**src/rtl/irq_pend_pkg.sv**
```systemverilog
package irq_pend_pkg;

  localparam int REG_W    = 32;
  localparam int EN_BIT   = 24;
  localparam int PEND_BIT = 16;
  localparam int MASK_BIT = 8;
  localparam int STAT_BIT = 0;

  typedef struct packed {
    logic en;
    logic pend;
    logic mask;
    logic stat;
  } ctl_state_t;

  typedef struct packed {
    logic rise;   // pending goes 0 -> 1
    logic keep;   // write leaves pending set
    logic clr;    // write clears pending
  } pend_evt_t;

  function automatic logic [REG_W-1:0] pack_reg(ctl_state_t s);
    logic [REG_W-1:0] r;
    r           = '0;
    r[EN_BIT]   = s.en;
    r[PEND_BIT] = s.pend;
    r[MASK_BIT] = s.mask;
    r[STAT_BIT] = s.stat;
    return r;
  endfunction

  // hardware set dominates the software clear
  function automatic logic next_pend(logic cur, logic hw_set, logic sw_clr);
    return hw_set | (cur & ~sw_clr);
  endfunction

  function automatic pend_evt_t classify(logic wr, logic w1c, logic cur, logic nxt);
    pend_evt_t e;
    e.rise = ~cur & nxt;
    e.keep = wr & cur & nxt;
    e.clr  = wr & w1c & cur & ~nxt;
    return e;
  endfunction

endpackage

```
**src/rtl/irq_sync.sv**
```systemverilog
module irq_sync #(
  parameter int STAGES = 2
) (
  input  logic clk,
  input  logic rst_n,
  input  logic d_i,
  output logic q_o
);
  localparam int N = (STAGES < 2) ? 2 : STAGES;

  logic [N-1:0] sr_q;

  always_ff @(posedge clk or negedge rst_n) begin
    if (!rst_n) sr_q <= '0;
    else        sr_q <= {sr_q[N-2:0], d_i};
  end

  assign q_o = sr_q[N-1];
endmodule

```
**src/rtl/irq_pend_reg.sv**
```systemverilog
module irq_pend_reg
  import irq_pend_pkg::*;
(
  input  logic             clk,
  input  logic             rst_n,
  input  logic             status_i,
  input  logic             wr_en_i,
  input  logic [REG_W-1:0] wr_data_i,
  output logic             en_q_o,
  output logic             mask_q_o,
  output logic             pend_q_o,
  output logic             en_nx_o,
  output logic             hw_set_o,
  output pend_evt_t        evt_o
);
  logic en_q, mask_q, pend_q;
  logic en_nx, mask_nx, pend_nx;
  logic sw_clr, hw_set;

  assign hw_set  = status_i & ~mask_q;
  assign sw_clr  = wr_en_i & wr_data_i[PEND_BIT];
  assign pend_nx = next_pend(pend_q, hw_set, sw_clr);
  assign en_nx   = wr_en_i ? wr_data_i[EN_BIT]   : en_q;
  assign mask_nx = wr_en_i ? wr_data_i[MASK_BIT] : mask_q;

  always_ff @(posedge clk or negedge rst_n) begin
    if (!rst_n) begin
      en_q   <= 1'b0;
      mask_q <= 1'b1;
      pend_q <= 1'b0;
    end else begin
      en_q   <= en_nx;
      mask_q <= mask_nx;
      pend_q <= pend_nx;
    end
  end

  assign evt_o    = classify(wr_en_i, wr_data_i[PEND_BIT], pend_q, pend_nx);
  assign en_q_o   = en_q;
  assign mask_q_o = mask_q;
  assign pend_q_o = pend_q;
  assign en_nx_o  = en_nx;
  assign hw_set_o = hw_set;
endmodule

```
**src/rtl/irq_msg_gen.sv**
```systemverilog
module irq_msg_gen
  import irq_pend_pkg::*;
(
  input  logic      clk,
  input  logic      rst_n,
  input  logic      en_i,
  input  logic      msi_en_i,
  input  logic      legacy_off_i,
  input  pend_evt_t evt_i,
  output logic      msi_o,
  output logic      asrt_o,
  output logic      deasrt_o
);
  logic fire, legacy_ok;
  logic msi_q, asrt_q, deasrt_q;

  assign fire      = evt_i.rise | evt_i.keep;
  assign legacy_ok = en_i & ~legacy_off_i;

  always_ff @(posedge clk or negedge rst_n) begin
    if (!rst_n) begin
      msi_q    <= 1'b0;
      asrt_q   <= 1'b0;
      deasrt_q <= 1'b0;
    end else begin
      msi_q    <= en_i & msi_en_i & fire;
      asrt_q   <= legacy_ok & fire;
      deasrt_q <= legacy_ok & evt_i.clr;
    end
  end

  assign msi_o    = msi_q;
  assign asrt_o   = asrt_q;
  assign deasrt_o = deasrt_q;
endmodule

```
**src/rtl/irq_pend_ctrl.sv**
```systemverilog
module irq_pend_ctrl
  import irq_pend_pkg::*;
#(
  parameter int SYNC_STAGES = 2
) (
  input  logic        clk,
  input  logic        rst_n,
  input  logic        irq_raw_i,
  input  logic        msi_en_i,
  input  logic        legacy_off_i,
  input  logic        wr_en_i,
  input  logic [31:0] wr_data_i,
  output logic [31:0] rd_data_o,
  output logic        msi_req_o,
  output logic        int_assert_o,
  output logic        int_deassert_o
);
  logic       status;
  logic       en_q, mask_q, pend_q, en_nx;
  logic       pend_hw_set;
  pend_evt_t  pend_evt;
  ctl_state_t st;

  irq_sync #(.STAGES(SYNC_STAGES)) u_sync (
    .clk(clk), .rst_n(rst_n), .d_i(irq_raw_i), .q_o(status)
  );

  irq_pend_reg u_reg (
    .clk(clk), .rst_n(rst_n), .status_i(status),
    .wr_en_i(wr_en_i), .wr_data_i(wr_data_i),
    .en_q_o(en_q), .mask_q_o(mask_q), .pend_q_o(pend_q),
    .en_nx_o(en_nx), .hw_set_o(pend_hw_set), .evt_o(pend_evt)
  );

  irq_msg_gen u_msg (
    .clk(clk), .rst_n(rst_n), .en_i(en_nx),
    .msi_en_i(msi_en_i), .legacy_off_i(legacy_off_i), .evt_i(pend_evt),
    .msi_o(msi_req_o), .asrt_o(int_assert_o), .deasrt_o(int_deassert_o)
  );

  assign st.en   = en_q;
  assign st.pend = pend_q;
  assign st.mask = mask_q;
  assign st.stat = status;
  assign rd_data_o = pack_reg(st);
endmodule

```
**config.mk**
```make
export PLATFORM = sky130hd
export DESIGN_NAME = irq_pend_ctrl
export DESIGN_NICKNAME = d
export VERILOG_FILES = /design/src/rtl/irq_pend_pkg.sv /design/src/rtl/irq_sync.sv /design/src/rtl/irq_pend_reg.sv /design/src/rtl/irq_msg_gen.sv /design/src/rtl/irq_pend_ctrl.sv
export SDC_FILE = /design/constraint.sdc
export NUM_CORES = 1
export LEC_CHECK = 0
export ABC_AREA = 1
export CAP_MARGIN = 20
export CORE_AREA = 2 2 39 41
export DETAILED_ROUTE_END_ITERATION = 10
export DIE_AREA = 0 0 41 43
export DONT_BUFFER_PORTS = 1
export GPL_TIMING_DRIVEN = 1
export PLACE_DENSITY_LB_ADDON = 0.08
export SYNTH_ARGS = -nofsm -noshare
export SYNTH_HDL_FRONTEND = slang
export SYNTH_SLANG_ARGS = --single-unit
```
**constraint.sdc**
```tcl
create_clock -name clk -period 1.2 [get_ports clk]
set_input_delay 0.12 -clock clk [delete_from_list [all_inputs] [get_ports clk]]
set_output_delay 0.12 -clock clk [all_outputs]
set_load 0.01 [all_outputs]
```
==> flow_summary.ini <==
[worst_setup_path]
cp.required_ns = 1.35
critPathLaunchType = flop
crit_slowest_cell = dfstp_2
r2r_slack_ns = 0.21
end_kind = flop
cp_top_family = flip-flops
critPathLaunch = u_reg.mask_q_o$_DFFE_PN1P_
worst-path-buf-inv = 1
endpoint = u_msg.msi_o$_DFF_PN0_
crit_top_cell = nand2_1
path_cells = inv_1, nand2_1, nand2_1, nand2_1, nor2_1
path_class = flop to flop
ff2ff_path_depth = 5
cp_num_cells = 5
critPathArrivalTime_ns = 1.14
max_stage_delay_ns = 0.56
critical_path.max_fanout = 2
r2r_start = u_reg.mask_q_o$_DFFE_PN1P_
r2r-end = u_msg.msi_o$_DFF_PN0_

[logic_synthesis]
netlist_top_cells_area = buf_4 (44%), dfrtp_1 (32%), nand2_1 (5.5%)
syn-cell-area_um2 = 543.0
synth-seq-cells = 8
synth.largest_area_cell = buf_4
syn_area_per_cell_um2 = 8.758
yosysTopAreaCellShare_pct = 44.24
ys_warn_count = 0
netlist_instances = 62
synth_cell_type_count = 14
yosysSeqAreaShare_pct = 37.10

[global_route]
grt_pass1_wl_um = 1097
grtUsageTotal_pct = 10.38
grt_pass1_vias = 228
antenna_found_initial = 0
grt_overflow = 0
grt_max_degree = 9

[pwr]
p_per_area_mw_per_mm2 = 1254
p_leak_nw = 0.2905
fin_total_pwr_uw = 640.1
peakVddDrop_mv = 0.3193

[clock_network]
cts-root-buf = clkbuf_4
clk_path_buf_depth = 2
numCtsBuffers = 3
htree_num_levels = 1
clock_sinks = 8
cts_tree = done
cts_setup_buffers = 0
clk_latency_ns = 0.25
clkTransAtPathRegs_ns = 0.06

[placement]
post_dp_cell_area_um2 = 424.2
numPortBuffers = 0
hpwl_um = 526
finalWeightedCongestion = 0.6488

[route]
drc = 0
drt_pre_antenna_iters = 4
wl_met2_um = 381
dr.max_layer_used = met4
routed_wl_um = 766
drt-met1-wl_um = 253
vias_per_cell = 3.651
dr_total_vias = 303
drtIter0Drc = 5
antenna_left = 0
routedWlPerCell_um = 9.229
dr_wl_met3_um = 116

[floorplanning]
die_y_um = 43
die_w_um = 41
start_util_pct = 39.24
ios = 73
rows = 14
die-area_mm2 = 0.001763
design.core.area_mm2 = 0.001384

[sta]
fin_hold_ws_ns = 0.04618
rsz0062_at_grt = no
fin_crit_ns = 0.9879
fin_setup_tns_ns = 0
finalSetupViolCount = 0
hold_violations = 0
final.setup_skew_ns = 0.001100
maxSlewViolCount = 0
fin_crit_sh_pct = 82.33
max_freq_mhz = 1012

[run]
maxCapViolations = 0

[finish]
antenna_cells = 0
final_area_um2 = 510.5
nets = 106
fillers = 160
layout-drive-gt1-share_pct = 11.94
syn2layout_area_growth_pct = -5.991

[run_status]
outcome = finished clean

[worst_hold_path]
hp-class = input port to flop
where the power goes:
group / internal, mW / total (mW) / switching [mW]
registers: 0.292 / 0.315 / 0.0226
clock network: 0.128 / 0.228 / 0.0999
logic: 0.0282 / 0.0977 / 0.0695
worst reg2reg max path, delay by kind of cell (launching register included):
family	cells	cell delay (ns)
flip-flops	1	0.56
buffers and inverters	1	0.06
AND/OR/NAND/NOR	4	0.27
synthesized netlist by cell type:
| library cell | instances |
|---|---|
| buf_4 | 32 |
| nand2_1 | 8 |
| dfrtp_1 | 7 |
| inv_1 | 3 |
| nor2_1 | 3 |
| and2_2 | 1 |
| conb_1 | 1 |
| dfstp_2 | 1 |
| inv_2 | 1 |
| nand2_2 | 1 |
| nand3_1 | 1 |
| nand3b_2 | 1 |
| nand4_1 | 1 |
| o21ai_0 | 1 |
state kept, by name, indices dropped and copies added (netlist names):
name and cells:
u_reg.en_q_o 1, u_msg.asrt_o 1, u_msg.msi_o 1, u_msg.deasrt_o 1, u_reg.mask_q_o 1, u_reg.pend_q_o 1
u_sync.sr_q 2
repair_timing:
item,in CTS,in global routing
hold buffers,6,0
gates resized for setup,0,0
hold endpoints to repair,12,0
metrics by stage:
stage               instances  utilization (%)  worst slack [ns]
finish                     83            36.89            0.2121
CTS                        83            36.89            0.2035
global placement           73            30.65            0.2131
detailed placement         73            30.65            0.2160
global route               83            36.89            0.1403
floorplan                  89                -            0.3232
metal layers:
| layer | vias to the layer above | GRT usage, % |
|---|---|---|
| li1 | 138 | - |
| met1 | 133 | 10.75 |
| met2 | 30 | 13.13 |
| met3 | 2 | 5.236 |
| met4 | 0 | 12.00 |
| met5 | - | 0 |
cell families (layout without fill, tap and decap cells):
family | count (synthesis) | count (layout) | synth area share [%]
other cells | 1 | 28 | 0.6906
buf+inv | 36 | 14 | 47.00
simple gates | 16 | 16 | 14.29
flops | 8 | 8 | 37.10
compound gates | 1 | 1 | 0.9208
cell usage in the layout, fill, tap and decap left out, drive strengths merged:
cell and instances:
inv 4, dfrtp 7, clkbuf 4, dlygate4sd3 6, nand3b 1, and2 1
o21ai 1, nand3 1, nor2 3, dfstp 1, nand2 9, conb 28
nand4 1
how the worst min path moves through the flow:
stage / from / to / cells past startpoint
finish: wr_en_i / u_reg.pend_q_o$_DFF_PN0_ / 3
global route: legacy_off_i / u_msg.deasrt_o$_DFF_PN0_ / 2
CTS: wr_en_i / u_reg.pend_q_o$_DFF_PN0_ / 3
detailed placement: rst_n / u_msg.deasrt_o$_DFF_PN0_ / 0
global placement: rst_n / u_msg.deasrt_o$_DFF_PN0_ / 0
floorplan: rst_n / u_msg.asrt_o$_DFF_PN0_ / 0
layout make-up:
cell class,count,area (um^2),share of cell area [%]
sequential,8,201.4,39.46
multi-input combinational,45,187.7,36.76
timing repair buffer,6,60.06,11.76
clock buffer,4,26.28,5.147
tap,16,20.02,3.922
inverter,4,15.01,2.941
(Power assumes the default switching activity.)
